File: config.mk
export PLATFORM = sky130hd
export DESIGN_NAME = irq_route_top
export DESIGN_NICKNAME = d
export VERILOG_FILES = /design/src/rtl/irq_route_pkg.sv /design/src/rtl/irq_req_vec.sv /design/src/rtl/irq_mask_reg.sv /design/src/rtl/irq_out_stage.sv /design/src/rtl/irq_route_top.sv
export SDC_FILE = /design/constraint.sdc
export NUM_CORES = 1
export LEC_CHECK = 0
export ABC_AREA = 0
export ABC_CLOCK_PERIOD_IN_PS = 1550
export BUFFER_PORTS_ARGS = -buffer_cell sky130_fd_sc_hd__buf_4
export CAP_MARGIN = 20
export CORE_AREA = 2 2 65 67
export DETAILED_ROUTE_END_ITERATION = 8
export DIE_AREA = 0 0 67 69
export PLACE_DENSITY = 0.75
export SLEW_MARGIN = 5
export SYNTH_ARGS = -nofsm -noshare
export SYNTH_HDL_FRONTEND = slang
export SYNTH_HIERARCHICAL = 1
export SYNTH_SLANG_ARGS = --single-unit
File: constraint.sdc
create_clock -name clk_i -period 1.55 [get_ports clk_i]
set_clock_uncertainty 0.1 [all_clocks]
set_input_delay 0.2325 -clock clk_i [delete_from_list [all_inputs] [get_ports clk_i]]
set_output_delay 0.2325 -clock clk_i [all_outputs]
set_load 0.05 [all_outputs]
File: src/rtl/irq_route_pkg.sv
package irq_route_pkg;
  localparam int unsigned NUM_SRC     = 13;
  localparam int unsigned REG_W       = 32;
  localparam int unsigned SRC_CLK_OFF = 4;
  localparam int unsigned SRC_RX_SVC  = 5;
  localparam int unsigned SRC_TX_SVC  = 6;
endpackage

File: src/rtl/irq_req_vec.sv
module irq_req_vec #(
  parameter int unsigned NUM_SRC = irq_route_pkg::NUM_SRC,
  parameter int unsigned CLK_BIT = irq_route_pkg::SRC_CLK_OFF,
  parameter int unsigned RX_BIT  = irq_route_pkg::SRC_RX_SVC,
  parameter int unsigned TX_BIT  = irq_route_pkg::SRC_TX_SVC
) (
  input  logic               clk_i,
  input  logic               rst_ni,
  input  logic [NUM_SRC-1:0] evt_set_i,
  input  logic               clk_start_i,
  input  logic               clk_stop_i,
  input  logic               rx_rd_i,
  input  logic               tx_wr_i,
  output logic [NUM_SRC-1:0] req_d_o,
  output logic [NUM_SRC-1:0] req_q_o
);
  logic [NUM_SRC-1:0] set_v, clr_v;

  always_comb begin
    set_v          = evt_set_i;
    set_v[CLK_BIT] = evt_set_i[CLK_BIT] | clk_stop_i;
    clr_v          = '0;
    clr_v[CLK_BIT] = clk_start_i;
    clr_v[RX_BIT]  = rx_rd_i;
    clr_v[TX_BIT]  = tx_wr_i;
  end

  // set wins over clear on the same bit
  for (genvar i = 0; i < NUM_SRC; i++) begin : g_bit
    assign req_d_o[i] = set_v[i] | (req_q_o[i] & ~clr_v[i]);
    always_ff @(posedge clk_i or negedge rst_ni) begin
      if (!rst_ni) req_q_o[i] <= 1'b0;
      else         req_q_o[i] <= req_d_o[i];
    end
  end

  a_r2_event_sets: assert property (@(posedge clk_i) disable iff (!rst_ni)
    ((req_q_o & $past(evt_set_i)) == $past(evt_set_i)));
  a_r7_stop_sets: assert property (@(posedge clk_i) disable iff (!rst_ni)
    $past(clk_stop_i) |-> req_q_o[CLK_BIT]);
  a_r8_rx_clears: assert property (@(posedge clk_i) disable iff (!rst_ni)
    $past(rx_rd_i && !evt_set_i[RX_BIT]) |-> !req_q_o[RX_BIT]);
  a_r8_tx_clears: assert property (@(posedge clk_i) disable iff (!rst_ni)
    $past(tx_wr_i && !evt_set_i[TX_BIT]) |-> !req_q_o[TX_BIT]);
endmodule

File: src/rtl/irq_mask_reg.sv
module irq_mask_reg #(
  parameter int unsigned NUM_SRC = irq_route_pkg::NUM_SRC
) (
  input  logic               clk_i,
  input  logic               rst_ni,
  input  logic               we_i,
  input  logic [NUM_SRC-1:0] wdata_i,
  output logic [NUM_SRC-1:0] mask_d_o,
  output logic [NUM_SRC-1:0] mask_q_o
);
  assign mask_d_o = we_i ? wdata_i : mask_q_o;

  always_ff @(posedge clk_i or negedge rst_ni) begin
    if (!rst_ni) mask_q_o <= '0;
    else         mask_q_o <= mask_d_o;
  end

  a_r3_mask_holds: assert property (@(posedge clk_i) disable iff (!rst_ni)
    $past(!we_i) |-> $stable(mask_q_o));
endmodule

File: src/rtl/irq_out_stage.sv
module irq_out_stage #(
  parameter int unsigned NUM_SRC = irq_route_pkg::NUM_SRC,
  parameter int unsigned RX_BIT  = irq_route_pkg::SRC_RX_SVC,
  parameter int unsigned TX_BIT  = irq_route_pkg::SRC_TX_SVC
) (
  input  logic               clk_i,
  input  logic               rst_ni,
  input  logic [NUM_SRC-1:0] req_d_i,
  input  logic [NUM_SRC-1:0] mask_d_i,
  input  logic               dma_en_i,
  output logic               irq_o,
  output logic               dma_rx_o,
  output logic               dma_tx_o
);
  localparam logic [NUM_SRC-1:0] FIFO_BITS =
    (NUM_SRC'(1) << RX_BIT) | (NUM_SRC'(1) << TX_BIT);

  logic [NUM_SRC-1:0] eff_mask;
  logic               irq_d, rx_d, tx_d;

  always_comb begin
    eff_mask = mask_d_i | (dma_en_i ? FIFO_BITS : '0);
    irq_d    = |(req_d_i & ~eff_mask);
    rx_d     = dma_en_i & req_d_i[RX_BIT];
    tx_d     = dma_en_i & req_d_i[TX_BIT];
  end

  always_ff @(posedge clk_i or negedge rst_ni) begin
    if (!rst_ni) begin
      irq_o    <= 1'b0;
      dma_rx_o <= 1'b0;
      dma_tx_o <= 1'b0;
    end else begin
      irq_o    <= irq_d;
      dma_rx_o <= rx_d;
      dma_tx_o <= tx_d;
    end
  end
endmodule

File: src/rtl/irq_route_top.sv
module irq_route_top #(
  parameter int unsigned NUM_SRC = irq_route_pkg::NUM_SRC,
  parameter int unsigned REG_W   = irq_route_pkg::REG_W
) (
  input  logic               clk_i,
  input  logic               rst_ni,
  input  logic [NUM_SRC-1:0] evt_set_i,
  input  logic               clk_start_i,
  input  logic               clk_stop_i,
  input  logic               rx_rd_i,
  input  logic               tx_wr_i,
  input  logic               dma_en_i,
  input  logic               reg_we_i,
  input  logic               reg_addr_i,
  input  logic [REG_W-1:0]   reg_wdata_i,
  output logic [REG_W-1:0]   reg_rdata_o,
  output logic               irq_o,
  output logic               dma_rx_req_o,
  output logic               dma_tx_req_o
);
  import irq_route_pkg::*;
  localparam int unsigned PAD_W = REG_W - NUM_SRC;
  localparam logic [NUM_SRC-1:0] FIFO_BITS =
    (NUM_SRC'(1) << SRC_RX_SVC) | (NUM_SRC'(1) << SRC_TX_SVC);

  logic [NUM_SRC-1:0] req_d, req_q, mask_d, mask_q;
  logic               mask_we;
  logic               unused_wdata_hi;

  assign mask_we         = reg_we_i & ~reg_addr_i;
  assign unused_wdata_hi = ^reg_wdata_i[REG_W-1:NUM_SRC];

  irq_req_vec #(.NUM_SRC(NUM_SRC)) u_req (
    .clk_i, .rst_ni, .evt_set_i, .clk_start_i, .clk_stop_i,
    .rx_rd_i, .tx_wr_i, .req_d_o(req_d), .req_q_o(req_q)
  );

  irq_mask_reg #(.NUM_SRC(NUM_SRC)) u_mask (
    .clk_i, .rst_ni, .we_i(mask_we), .wdata_i(reg_wdata_i[NUM_SRC-1:0]),
    .mask_d_o(mask_d), .mask_q_o(mask_q)
  );

  irq_out_stage #(.NUM_SRC(NUM_SRC)) u_out (
    .clk_i, .rst_ni, .req_d_i(req_d), .mask_d_i(mask_d), .dma_en_i,
    .irq_o, .dma_rx_o(dma_rx_req_o), .dma_tx_o(dma_tx_req_o)
  );

  assign reg_rdata_o = {{PAD_W{1'b0}}, (reg_addr_i ? req_q : mask_q)};

  a_r4_r5_irq_level: assert property (@(posedge clk_i) disable iff (!rst_ni)
    irq_o == |(req_q & ~mask_q & ~($past(dma_en_i) ? FIFO_BITS : '0)));
  a_r6_dma_off_low: assert property (@(posedge clk_i) disable iff (!rst_ni)
    $past(!dma_en_i) |-> (!dma_rx_req_o && !dma_tx_req_o));
  a_r6_dma_follows: assert property (@(posedge clk_i) disable iff (!rst_ni)
    $past(dma_en_i) |-> (dma_rx_req_o == req_q[SRC_RX_SVC] &&
                         dma_tx_req_o == req_q[SRC_TX_SVC]));
endmodule

==> results.yml <==
run_status:
  outcome: "finished clean"
cts:
  cts_made_buffers: 5
  cts_tree: "done"
  path_clk_slew_ps: 60
  cts_setup_buffers: 0
  htree_levels: 2
  clock-sinks: 29
  cts_root_buf: "clkbuf_8"
  worstSkewPairLatency_ps: 280
  cts_buffer_depth: 2
logic_synthesis:
  synth_seq_cells: 29
  avgSynthCellArea_um2: 12.64
  synthCells: 115
  synth.cell_area_mm2: 0.001454
  ys_seq_area_frac: 0.4991
  synth_top_cell_by_area: "dfrtp_1"
  synth_top_cell_area_share: 0.4991
  ys_types: 18
  synth_area_leaders: "dfrtp_1 50%, mux2_2 12%, mux2_4 10%, buf_4 9.8%, or2_1 4.3%"
  synth-warning-count: 6
placement:
  pre_cts_slack_ps: -461.4
  dp_hpwl_um: 2113
  place_area_mm2: 0.001802
  gp_congestion: 0.7318
  place_inst: 213
  io_buffers: 50
setup_path:
  crit_arrival_ps: 1560
  path_cells: "buf_4 > and2b_4 > mux2_4 > nand2b_1 > o2111ai_1 > or4_1"
  endpoint_kind: "register"
  required_ps: 1600
  crit_family: "simple AND/OR/NAND/NOR gates"
  crit_type: "in -> reg"
  max_stage_delay_ps: 470
  critPathSlowestCell: "or4_1"
  cp_max_fo: 7
  crit_buf_inv: 1
  critPathLaunchType: "input pin"
cells_and_area:
  multi_input_comb_area_um2: 614.3
  regArea_um2: 725.7
  layout-area-overhead-vs-synth_pct: 33.30
  layout_commonest_cell: "buf_4"
  nNetsFinal: 226
  final_area_mm2: 0.001938
  diodes: 0
  utilization: 0.4952
  layout-drive-gt1-share: 0.4971
  most-common-layout-cells: "51 x buf_4, 29 x dfrtp_1, 19 x conb_1"
  fillers: 365
  instances_no_fill: 223
sta:
  hold_viol: 0
  finalSetupTns_ps: 0
  period_share: 0.9765
  layout_setup_ws_ps: 36.38
  setup_viol: 0
  drv_slew: 0
  fin_crit_ps: 1514
  holdWs_ps: 54.66
  max_clock_freq_mhz: 660.7
  rsz0062_at_grt: "yes"
drt:
  antenna_left: 0
  drc_errors: 0
  drt_iter0_drc: 24
  routedWlPerCell_um: 12.71
  num_vias: 958
  wirelength_um: 2835
  via_per_inst: 4.296
  dr.pass1.iters: 4
global_routing:
  grt_first_pass_wirelength_um: 4512
  grt_pass1_vias: 968
  grt_max_degree: 30
  grt.overflow.total: 0
  antenna_found_initial: 0
  grt_usage: 0.1347
die:
  initial_core_util: 0.3715
  fp.dieArea_mm2: 0.004623
  die_y_um: 69
  core_area_mm2: 0.003914
  rows: 23
  die_w_um: 67
  io_pins: 89
power:
  power.static_leakage_nw: 0.9278
  total_power_mw: 2.221
  power_density_mw_per_mm2: 1146
  peakVddDrop_mv: 0.5852
run:
  cap_violations: 0
hold_path:
  min_path_type: "in -> reg"
-- state kept, by name (all words and copies together) (netlist names) --
signal	flops
u_req/req_q_o	13
u_mask/mask_q_o	13
u_out/irq_o	1
u_out/dma_rx_o	1
u_out/dma_tx_o	1
-- cells by family (layout without fill, tap and decap cells) --
kind of cell | count (synthesis) | after routing | synth area share
flip-flops | 29 | 29 | 0.4991
AO/OA/AOI/OAI | 7 | 7 | 0.03528
other | 1 | 19 | 0.002579
buffers and inverters | 28 | 67 | 0.1317
AND/OR/NAND/NOR | 24 | 25 | 0.1041
multiplexers | 26 | 26 | 0.2272
-- final timing paths --
check                                  start  cells after the start            endpoint  slack [ps]
max in group asynchronous             rst_ni                      2  u_mask/mask_q_o[8]         760
hold reg to reg            u_req/req_q_o[11]                      1   u_req/req_q_o[11]         390
min in group asynchronous             rst_ni                      2    u_req/req_q_o[4]         310
hold / removal                   clk_start_i                      2    u_req/req_q_o[4]          50
setup reg to reg            u_req/req_q_o[9]                      4         u_out/irq_o          40
setup / recovery                  reg_addr_i                      6         u_out/irq_o          40
-- Yosys cell counts --
cell type and n:
or2_1 10, conb_1 1, mux2_4 10, and2b_2 1
dfrtp_1 29, inv_1 7, buf_6 2, and2_1 2
buf_4 19, or4_1 1, o2111ai_1 2, a21o_1 2
a21oi_1 1, o21ai_1 1, o221ai_1 1, mux2_2 16
nor2_1 1, nand2b_1 9
-- metal layers --
metal / vias to the layer above / routed length [µm] / global-route usage
met4: 0 / 56 / 0.06803
met1: 451 / 1160 / 0.1635
met2: 46 / 1339 / 0.1991
met5: - / 0 / 0
met3: 6 / 279 / 0.06036
li1: 455 / - / -
-- power breakdown --
part	total [mW]	leakage, nW	switching, mW	internal (mW)
Clock	0.790	0.0585	0.267	0.523
Sequential	0.845	0.305	0.0290	0.816
Combinational	0.585	0.564	0.354	0.232
Total	2.22	0.928	0.650	1.57
-- cell type report --
cell class                      instances  area share
Tap cell                               50     0.03228
Timing Repair Buffer                   52      0.2027
Clock buffer                            7     0.04454
Clock inverter                          1     0.01549
Sequential cell                        29      0.3744
Multi-Input combinational cell         77      0.3170
Inverter                                7     0.01356
-- repair_timing --
action,4_1_cts,5_1_grt
resized for setup,2,0
hold buffers,1,0
setup endpoints to repair,1,1
cloned,1,0
pin swaps,0,1
endpoints found under the hold margin,29,0
No activity file was read; power rests on OpenSTA's default activity.
